`src/rtl/knob_settings_pkg.sv`:
```
package knob_settings_pkg;
  typedef enum logic [1:0] {
    TGT_FG    = 2'd0,
    TGT_BG    = 2'd1,
    TGT_SIZE1 = 2'd2,
    TGT_SIZE10 = 2'd3
  } knob_tgt_e;

  // modifier chord -> register receiving the knob step
  function automatic knob_tgt_e route_knob(input logic south, input logic west);
    if (south && west) return TGT_SIZE10;
    if (south)         return TGT_SIZE1;
    if (west)          return TGT_BG;
    return TGT_FG;
  endfunction
endpackage

```
`src/rtl/slow_tick_div.sv`:
```
module slow_tick_div #(
  parameter int unsigned PERIOD = 50000
) (
  input  logic clk_i,
  input  logic rst_ni,
  output logic tick_o
);
  localparam int unsigned CW = (PERIOD > 1) ? $clog2(PERIOD) : 1;
  localparam logic [CW-1:0] LAST = CW'(PERIOD - 1);

  logic [CW-1:0] cnt_q;

  assign tick_o = (cnt_q == LAST);

  always_ff @(posedge clk_i or negedge rst_ni) begin
    if (!rst_ni)     cnt_q <= '0;
    else if (tick_o) cnt_q <= '0;
    else             cnt_q <= cnt_q + 1'b1;
  end

  generate
    if (PERIOD > 1) begin : g_gap_chk
      a_r2_tick_isolated: assert property (@(posedge clk_i) disable iff (!rst_ni)
        tick_o |=> !tick_o);
    end
  endgenerate
endmodule

```
`src/rtl/btn_tick_sampler.sv`:
```
module btn_tick_sampler #(
  parameter int unsigned N_BTN = 4
) (
  input  logic             clk_i,
  input  logic             rst_ni,
  input  logic             tick_i,
  input  logic [N_BTN-1:0] raw_i,
  output logic [N_BTN-1:0] cur_o,
  output logic [N_BTN-1:0] rise_o
);
  logic [N_BTN-1:0] smp_q;

  for (genvar i = 0; i < N_BTN; i++) begin : g_btn
    always_ff @(posedge clk_i or negedge rst_ni) begin
      if (!rst_ni)     smp_q[i] <= 1'b0;
      else if (tick_i) smp_q[i] <= raw_i[i];
    end
    assign cur_o[i]  = tick_i ? raw_i[i] : smp_q[i];
    assign rise_o[i] = tick_i & raw_i[i] & ~smp_q[i];
  end

  a_r3_rise_only_on_tick: assert property (@(posedge clk_i) disable iff (!rst_ni)
    (|rise_o) |-> tick_i);
  a_r3_no_repeat_while_held: assert property (@(posedge clk_i) disable iff (!rst_ni)
    (tick_i && (|rise_o)) |=> ((rise_o & $past(rise_o)) == '0));
endmodule

```
`src/rtl/wrap_counter.sv`:
```
module wrap_counter #(
  parameter int unsigned      W    = 3,
  parameter logic [W-1:0]     INIT = '0
) (
  input  logic         clk_i,
  input  logic         rst_ni,
  input  logic         inc_i,
  input  logic         dec_i,
  output logic [W-1:0] q_o
);
  always_ff @(posedge clk_i or negedge rst_ni) begin
    if (!rst_ni)    q_o <= INIT;
    else if (inc_i) q_o <= q_o + 1'b1;
    else if (dec_i) q_o <= q_o - 1'b1;
  end

  a_r9_wrap_up: assert property (@(posedge clk_i) disable iff (!rst_ni)
    (inc_i && q_o == '1) |=> q_o == '0);
  a_r9_wrap_down: assert property (@(posedge clk_i) disable iff (!rst_ni)
    (dec_i && !inc_i && q_o == '0) |=> q_o == '1);
  a_r11_single_dir: assert property (@(posedge clk_i) disable iff (!rst_ni)
    !(inc_i && dec_i));
endmodule

```
`src/rtl/sat_counter.sv`:
```
module sat_counter #(
  parameter int unsigned  W    = 8,
  parameter logic [W-1:0] INIT = W'(16),
  parameter int unsigned  BIG  = 10
) (
  input  logic         clk_i,
  input  logic         rst_ni,
  input  logic         inc_i,
  input  logic         dec_i,
  input  logic         big_i,
  output logic [W-1:0] q_o
);
  localparam logic [W-1:0] MAXV  = '1;
  localparam logic [W-1:0] BIG_V = W'(BIG);

  logic [W-1:0] step;
  logic [W:0]   sum;
  logic [W-1:0] nxt;

  assign step = big_i ? BIG_V : W'(1);
  assign sum  = {1'b0, q_o} + {1'b0, step};

  always_comb begin
    nxt = q_o;
    if (inc_i)      nxt = sum[W] ? MAXV : sum[W-1:0];
    else if (dec_i) nxt = (q_o < step) ? '0 : q_o - step;
  end

  always_ff @(posedge clk_i or negedge rst_ni) begin
    if (!rst_ni) q_o <= INIT;
    else         q_o <= nxt;
  end

  a_r8_ceiling_big: assert property (@(posedge clk_i) disable iff (!rst_ni)
    (inc_i && big_i && q_o > (MAXV - BIG_V)) |=> q_o == MAXV);
  a_r7_floor: assert property (@(posedge clk_i) disable iff (!rst_ni)
    (dec_i && !inc_i && q_o == '0) |=> q_o == '0);
  a_r7_dec_never_rises: assert property (@(posedge clk_i) disable iff (!rst_ni)
    (dec_i && !inc_i) |=> q_o <= $past(q_o));
  a_r7_inc_never_falls: assert property (@(posedge clk_i) disable iff (!rst_ni)
    inc_i |=> q_o >= $past(q_o));
endmodule

```
`src/rtl/knob_settings_bank.sv`:
```
module knob_settings_bank
  import knob_settings_pkg::*;
#(
  parameter int unsigned TICK_CYCLES = 50000,
  parameter int unsigned CTR_W       = 3,
  parameter int unsigned SIZE_W      = 8,
  parameter int unsigned SIZE_BIG    = 10
) (
  input  logic              clk_i,
  input  logic              rst_ni,
  input  logic              btn_north_i,
  input  logic              btn_east_i,
  input  logic              btn_south_i,
  input  logic              btn_west_i,
  input  logic              knob_step_i,
  input  logic              knob_up_i,
  output logic [CTR_W-1:0]  speed_h_o,
  output logic [CTR_W-1:0]  speed_v_o,
  output logic [CTR_W-1:0]  color_fg_o,
  output logic [CTR_W-1:0]  color_bg_o,
  output logic [SIZE_W-1:0] size_o
);
  localparam int unsigned B_N = 3, B_E = 2, B_S = 1, B_W = 0;

  logic       tick;
  logic [3:0] btn_raw, btn_cur, btn_rise;

  slow_tick_div #(.PERIOD(TICK_CYCLES)) u_div (
    .clk_i (clk_i), .rst_ni(rst_ni), .tick_o(tick)
  );

  assign btn_raw = {btn_north_i, btn_east_i, btn_south_i, btn_west_i};

  btn_tick_sampler #(.N_BTN(4)) u_smp (
    .clk_i (clk_i), .rst_ni(rst_ni), .tick_i(tick),
    .raw_i (btn_raw), .cur_o(btn_cur), .rise_o(btn_rise)
  );

  // knob strobes between ticks collapse to one pending step
  logic pend_q, pend_up_q;
  always_ff @(posedge clk_i or negedge rst_ni) begin
    if (!rst_ni) begin
      pend_q    <= 1'b0;
      pend_up_q <= 1'b0;
    end else if (tick) begin
      pend_q    <= 1'b0;
    end else if (knob_step_i) begin
      pend_q    <= 1'b1;
      pend_up_q <= knob_up_i;
    end
  end

  logic      fire, fire_up;
  knob_tgt_e tgt;
  assign fire    = tick & (knob_step_i | pend_q);
  assign fire_up = knob_step_i ? knob_up_i : pend_up_q;
  assign tgt     = route_knob(btn_cur[B_S], btn_cur[B_W]);

  logic fg_inc, fg_dec, bg_inc, bg_dec, sz_inc, sz_dec, sz_big;
  assign fg_inc = fire &  fire_up & (tgt == TGT_FG);
  assign fg_dec = fire & ~fire_up & (tgt == TGT_FG);
  assign bg_inc = fire &  fire_up & (tgt == TGT_BG);
  assign bg_dec = fire & ~fire_up & (tgt == TGT_BG);
  assign sz_big = (tgt == TGT_SIZE10);
  assign sz_inc = fire &  fire_up & (tgt == TGT_SIZE1 || sz_big);
  assign sz_dec = fire & ~fire_up & (tgt == TGT_SIZE1 || sz_big);

  wrap_counter #(.W(CTR_W), .INIT(CTR_W'(1))) u_spd_h (
    .clk_i(clk_i), .rst_ni(rst_ni), .inc_i(btn_rise[B_E]), .dec_i(1'b0), .q_o(speed_h_o)
  );
  wrap_counter #(.W(CTR_W), .INIT(CTR_W'(1))) u_spd_v (
    .clk_i(clk_i), .rst_ni(rst_ni), .inc_i(btn_rise[B_N]), .dec_i(1'b0), .q_o(speed_v_o)
  );
  wrap_counter #(.W(CTR_W), .INIT('1)) u_fg (
    .clk_i(clk_i), .rst_ni(rst_ni), .inc_i(fg_inc), .dec_i(fg_dec), .q_o(color_fg_o)
  );
  wrap_counter #(.W(CTR_W), .INIT('0)) u_bg (
    .clk_i(clk_i), .rst_ni(rst_ni), .inc_i(bg_inc), .dec_i(bg_dec), .q_o(color_bg_o)
  );
  sat_counter #(.W(SIZE_W), .INIT(SIZE_W'(16)), .BIG(SIZE_BIG)) u_size (
    .clk_i(clk_i), .rst_ni(rst_ni), .inc_i(sz_inc), .dec_i(sz_dec), .big_i(sz_big), .q_o(size_o)
  );

  a_r2_quiet_off_tick: assert property (@(posedge clk_i) disable iff (!rst_ni)
    !tick |=> $stable({speed_h_o, speed_v_o, color_fg_o, color_bg_o, size_o}));
  a_r11_one_target: assert property (@(posedge clk_i) disable iff (!rst_ni)
    $onehot0({fg_inc | fg_dec, bg_inc | bg_dec, sz_inc | sz_dec}));
  a_r11_step_needs_tick: assert property (@(posedge clk_i) disable iff (!rst_ni)
    (fg_inc | fg_dec | bg_inc | bg_dec | sz_inc | sz_dec) |-> tick);
endmodule

```
`config.mk`:
```
export PLATFORM = sky130hd
export DESIGN_NAME = knob_settings_bank
export DESIGN_NICKNAME = d
export VERILOG_FILES = /design/src/rtl/knob_settings_pkg.sv /design/src/rtl/slow_tick_div.sv /design/src/rtl/btn_tick_sampler.sv /design/src/rtl/wrap_counter.sv /design/src/rtl/sat_counter.sv /design/src/rtl/knob_settings_bank.sv
export SDC_FILE = /design/constraint.sdc
export NUM_CORES = 1
export LEC_CHECK = 0
export BUFFER_PORTS_ARGS = -buffer_cell sky130_fd_sc_hd__buf_2
export CAP_MARGIN = 20
export CORE_MARGIN = 2
export CORE_UTILIZATION = 47
export DETAILED_ROUTE_END_ITERATION = 10
export GPL_TIMING_DRIVEN = 0
export PLACE_DENSITY = 0.66
export SYNTH_ARGS = -nofsm -noshare
export SYNTH_HDL_FRONTEND = slang
export SYNTH_HIERARCHICAL = 1
export SYNTH_SLANG_ARGS = --single-unit
```
`constraint.sdc`:
```
create_clock -name clk_i -period 4.1 [get_ports clk_i]
set_input_delay 0.82 -clock clk_i [delete_from_list [all_inputs] [get_ports clk_i]]
set_output_delay 0.82 -clock clk_i [all_outputs]
set_load 0.02 [all_outputs]
```
# Word-level counts from Yosys, hierarchy flattened
# Cells that the tools add are included.
# word_totals
register_bits,42
inputBits,8
output_inout_bits,20
word_cells,77
# classes
n_addsub,9
n_lt_le_gt_ge,1
n_eq_ne,4
mux,27
bitwise_logic,17
reduce_logical,7
# op_table
op,n
2-to-1 mux 8 bit,4
"adder 16 x 1 -> 16 bit, second input constant",1
"equality test 16 bit, second input constant",1
2-to-1 mux 16 bit,1
AND 1 bit,13
"adder 3 x 1 -> 3 bit, second input constant",4
2-to-1 mux 2 bit,6
2-to-1 mux 3 bit,4
2-to-1 mux 1 bit,11
adder 8 x 8 -> 9 bit,1
less-than comparator 8 bit,1
nonzero test 2 bit,4
subtractor 8 bit,1
"subtractor 3 x 1 -> 3 bit, second input constant",2
"equality test 2 bit, second input constant",2
2-to-1 mux 4 bit,1
inverter 1 bit,3
"equality test 2 x 1 -> 1 bit, second input constant",1
logical NOT 2 bit,1
logical AND 1 bit,1
logical OR 1 bit,1
bitwise OR 1 bit,1

# Logic depth before layout (Yosys ltp)
# logic_depth
word_depth,16
depth_mapped,16
mapped_depth_nobuf,13

# Hierarchy
# The synthesis kept the hierarchy.
# by_module_without_submodules
mod,n_inst,cells_per_inst,area_per_inst_um2
sat_counter,1,97,782.0
slow_tick_div,1,67,762.0
wrap_counter (u_spd_h ...),2,13,170.2
btn_tick_sampler,1,13,211.5
wrap_counter (u_fg),1,13,172.7
wrap_counter (u_bg),1,13,168.9
knob_settings_bank,1,21,165.2

# Worst setup path after synthesis
# OpenSTA, ideal clock, no wires.
# synth_path
path_kind,register to register
start,register u_div.cnt_q[0]
end,register u_fg.q_o[2]
setup_time_ns,0.081
arrival_time_ns,3.352
required_ns,4.019
path_slack_ns,0.667
path_stages_with_launch,14
path_buffers,3
cell_sequence,dfrtp_1 > ha_1 > and3_1 > buf_2 > and4_1 > buf_6 > buf_6 > mux2_4 > or3b_1 > a21oi_1 > inv_1 > fa_1 > or3b_1 > a211oi_2
# synth_between
word_cells_on_any_way,23
# synth_lines
item,line,text
"start, declared",slow_tick_div.sv:11,logic [CW-1:0] cnt_q;
"start signal, assigned",slow_tick_div.sv:18,else cnt_q <= cnt_q + 1'b1;
equality test 16 bit (*),slow_tick_div.sv:13,assign tick_o = (cnt_q == LAST);
via tick,knob_settings_bank.sv:25,logic tick;
2-to-1 mux 1 bit (*),--,
via btn_cur[1],knob_settings_bank.sv:26,"logic [3:0] btn_raw, btn_cur, btn_rise;"
2-to-1 mux 2 bit,knob_settings_pkg.sv:12,if (south) return TGT_SIZE1;
2-to-1 mux 2 bit,knob_settings_pkg.sv:13,if (west) return TGT_BG;
2-to-1 mux 2 bit,knob_settings_pkg.sv:14,return TGT_FG;
2-to-1 mux 2 bit,knob_settings_pkg.sv:13,
2-to-1 mux 2 bit (*),knob_settings_pkg.sv:12,
logical NOT 2 bit (*),knob_settings_bank.sv:60,assign fg_inc = fire & fire_up & (tgt == TGT_FG);
AND 1 bit (*),knob_settings_bank.sv:60,
via fg_inc,knob_settings_bank.sv:59,"logic fg_inc, fg_dec, bg_inc, bg_dec, sz_inc, sz_dec, sz_big;"
2-to-1 mux 3 bit / nonzero test 2 bit (equally long branches),--,
"end signal, assigned",wrap_counter.sv:13,else if (inc_i) q_o <= q_o + 1'b1;
"end signal, assigned",wrap_counter.sv:14,else if (dec_i) q_o <= q_o - 1'b1;
"end, declared",wrap_counter.sv:9,output logic [W-1:0] q_o
# The timed path passes the listed nets; every way through them passes the cells marked *. The select of a mux whose other input is x is not followed.
# A chain may end at the register's enable or synchronous reset.

# Worst setup path in the final report
# layout_path
start,register u_div.cnt_q[0]
end,register u_size.q_o[3]
# layout_between
elab_chain_len,14
word_cells_on_any_way,32
# layout_rtl
item,line,text
equality test 16 bit (*),slow_tick_div.sv:13,
via tick,knob_settings_bank.sv:25,
2-to-1 mux 1 bit (*),--,
via btn_cur[0],knob_settings_bank.sv:26,
2-to-1 mux 1 bit (2 in a row),knob_settings_pkg.sv:13,
2-to-1 mux 1 bit,knob_settings_pkg.sv:12,
2-to-1 mux 2 bit,knob_settings_pkg.sv:14,
2-to-1 mux 2 bit,knob_settings_pkg.sv:13,
2-to-1 mux 2 bit (*),knob_settings_pkg.sv:12,
equality test 2 bit (*),knob_settings_bank.sv:64,assign sz_big = (tgt == TGT_SIZE10);
via sz_big,knob_settings_bank.sv:59,
2-to-1 mux 4 bit,sat_counter.sv:20,assign step = big_i ? BIG_V : W'(1);
subtractor 8 bit / less-than comparator 8 bit (equally long branches),sat_counter.sv:26,else if (dec_i) nxt = (q_o < step) ? '0 : q_o - step;
2-to-1 mux 8 bit (2 in a row),sat_counter.sv:26,
2-to-1 mux 8 bit,sat_counter.sv:25,if (inc_i) nxt = sum[W] ? MAXV : sum[W-1:0];
"end signal, assigned",sat_counter.sv:31,else q_o <= nxt;
"end, declared",sat_counter.sv:11,output logic [W-1:0] q_o
# Marks and branches as above.

==> summary.txt <==
Arr. time, crit path -> 3.91 ns
share of layout cells above drive strength 1 -> 0.2664
CTS tree -> yes
Post-route DRC -> 0
Reg area -> 1059 um2
H-tree levels -> 2
Die H -> 78.13 um
Peak VDD IR -> 0.2057 mV
CTS max path bufs -> 2
status -> complete, no violations
utilization after layout -> 0.5644
fin. max-slew vios -> 0
Post-Route WL -> 4.862 mm
FP Rows -> 26
clk slew on worst S/H paths -> 0.09 ns
DIE AREA -> 6104 um2
FMAX -> 268.4 MHz
ANT nets after route -> 0
vias in the first global route -> 1978
Pre-antenna DRT Iters -> 4
FILL cells -> 476
CP Capture Type -> flop
Final #Nets -> 309
Cells after Synth -> 248
setup_tns -> 0 ns
yosys warns -> 6
# setup viols final -> 0
worst slew pin tran -> 0.6213 ns
CP Max Fanout -> 15
commonest non-fill, non-tap cells in the layout -> dfrtp_1 (36), buf_2 (29), nor2_1 (22), a21oi_1 (15)
maximum capacitance violations -> 0
core footprint -> 5205 um2
critical path startpoint category -> flop
Syn Area/Cell -> 10.41 um2
first-pass GRT wire length -> 8.763 mm
Hold-fix buffers, CTS -> 0
RSZ-0062 raised after global routing -> false
CP Launch Point -> u_div/cnt_q[0]
Crit path required time -> 4.29 ns
CP Class -> flop to flop
DP HPWL -> 3.484 mm
# port buffers -> 27
minimum clock period -> 3.725 ns
Slew HR -> 0.5822
largest net degree at the start of global routing -> 43
Worst-Skew Late Latency -> 0.30 ns
skew final -> 0.005265 ns
Clock Sinks -> 42
Starting Density -> 0.4962
gr usage total -> 0.1795
class of the worst hold path -> input pin to asynchronous set/reset pin
via count -> 1936
period utilization -> 0.9086
die width -> 78.13 um
GPL Wtd Cong -> 0.8159
final hold violations -> 0
Min Hold Slack -> 0.4361 ns
leak pwr -> 1.293 nW
Syn-to-layout area delta -> 13.76%
CTS Root Cell -> clkbuf_8
initial antenna violation count -> 0
antenna diode count -> 0
Post-Syn Area -> 2582 um2
multi-input logic area -> 1431 um2
total power -> 0.9397 mW
iteration-0 DRC count of the detailed router -> 94
PwrDens -> 319.8 nW/um2
global route overflow -> 0
most common cell after layout, fill and taps aside -> dfrtp_1
worst reg2reg startpoint -> u_div/cnt_q[0]
CTS Buf Count -> 5
average wire per standard cell -> 13.54 um
io pins -> 28
Via-to-Cell Ratio -> 5.393
## cell type report
class                      instances  share of cell area
clock buffer                       5             0.02342
buffer                             9             0.02129
tap                               70             0.02981
sequential                        42              0.3603
timing repair buffer              28             0.05281
multi-input combinational        189              0.4872
inverter                          13             0.01661
clock inverter                     3            0.008518
## sequential cells by signal (all words and copies together) (netlist names)
| register | flops |
|---|---|
| u_fg/q_o | 3 |
| pend_q | 1 |
| u_smp/smp_q | 4 |
| u_spd_v/q_o | 3 |
| u_spd_h/q_o | 3 |
| u_size/q_o | 8 |
| pend_up_q | 1 |
| u_bg/q_o | 3 |
| u_div/cnt_q | 16 |
## final timing paths
path | end | slack [ns] | depth (start not counted)
hold reg to reg | u_div/cnt_q[0] | 0.49 | 1
setup / recovery | u_size/q_o[3] | 0.37 | 15
min in group clk_i | u_div/cnt_q[0] | 0.49 | 1
hold / removal | u_div/cnt_q[2] | 0.44 | 1
max in group asynchronous | u_fg/q_o[2] | 3.11 | 2
setup reg to reg | u_size/q_o[3] | 0.37 | 15
## stage by stage
stage | cells | setup WS [ns] | area, um2
after floorplan | 253 | 0.6701 | 2601
after detailed placement | 350 | 0.2929 | 2824
final | 359 | 0.3749 | 2938
after global placement | 350 | 0.2939 | 2824
after global routing | 359 | 0.02902 | 2938
after CTS | 358 | 0.2589 | 2918
## what timing repair did
action	CTS	global route
setup buffers	0	0
resized for setup	0	1
setup endpoints to repair	0	2
## critical path, cell delays in order (launching register included)
cell and delay [ns]:
dfrtp_1 0.41, ha_1 0.23, and3_1 0.17, buf_2 0.15, and4_1 0.16, buf_6 0.15, buf_6 0.14, mux2_4 0.21
and2_1 0.29, inv_1 0.16, ha_1 0.27, or4_4 0.58, a211o_1 0.34, nand3_1 0.09, a21oi_1 0.07, o22a_1 0.20
## routing by layer
metal | track usage | routed length (um)
met3 | 0.02874 | 141
met4 | 0.07719 | 62
met1 | 0.2464 | 2419
met5 | 0 | 0
met2 | 0.2828 | 2238
## report_power, final
group	internal (mW)	total [mW]	switching, mW
Sequential	0.454	0.485	0.0309
Clock	0.123	0.282	0.159
Combinational	0.0796	0.172	0.0928
Total	0.657	0.940	0.283
No activity file was read; power rests on OpenSTA's default activity.
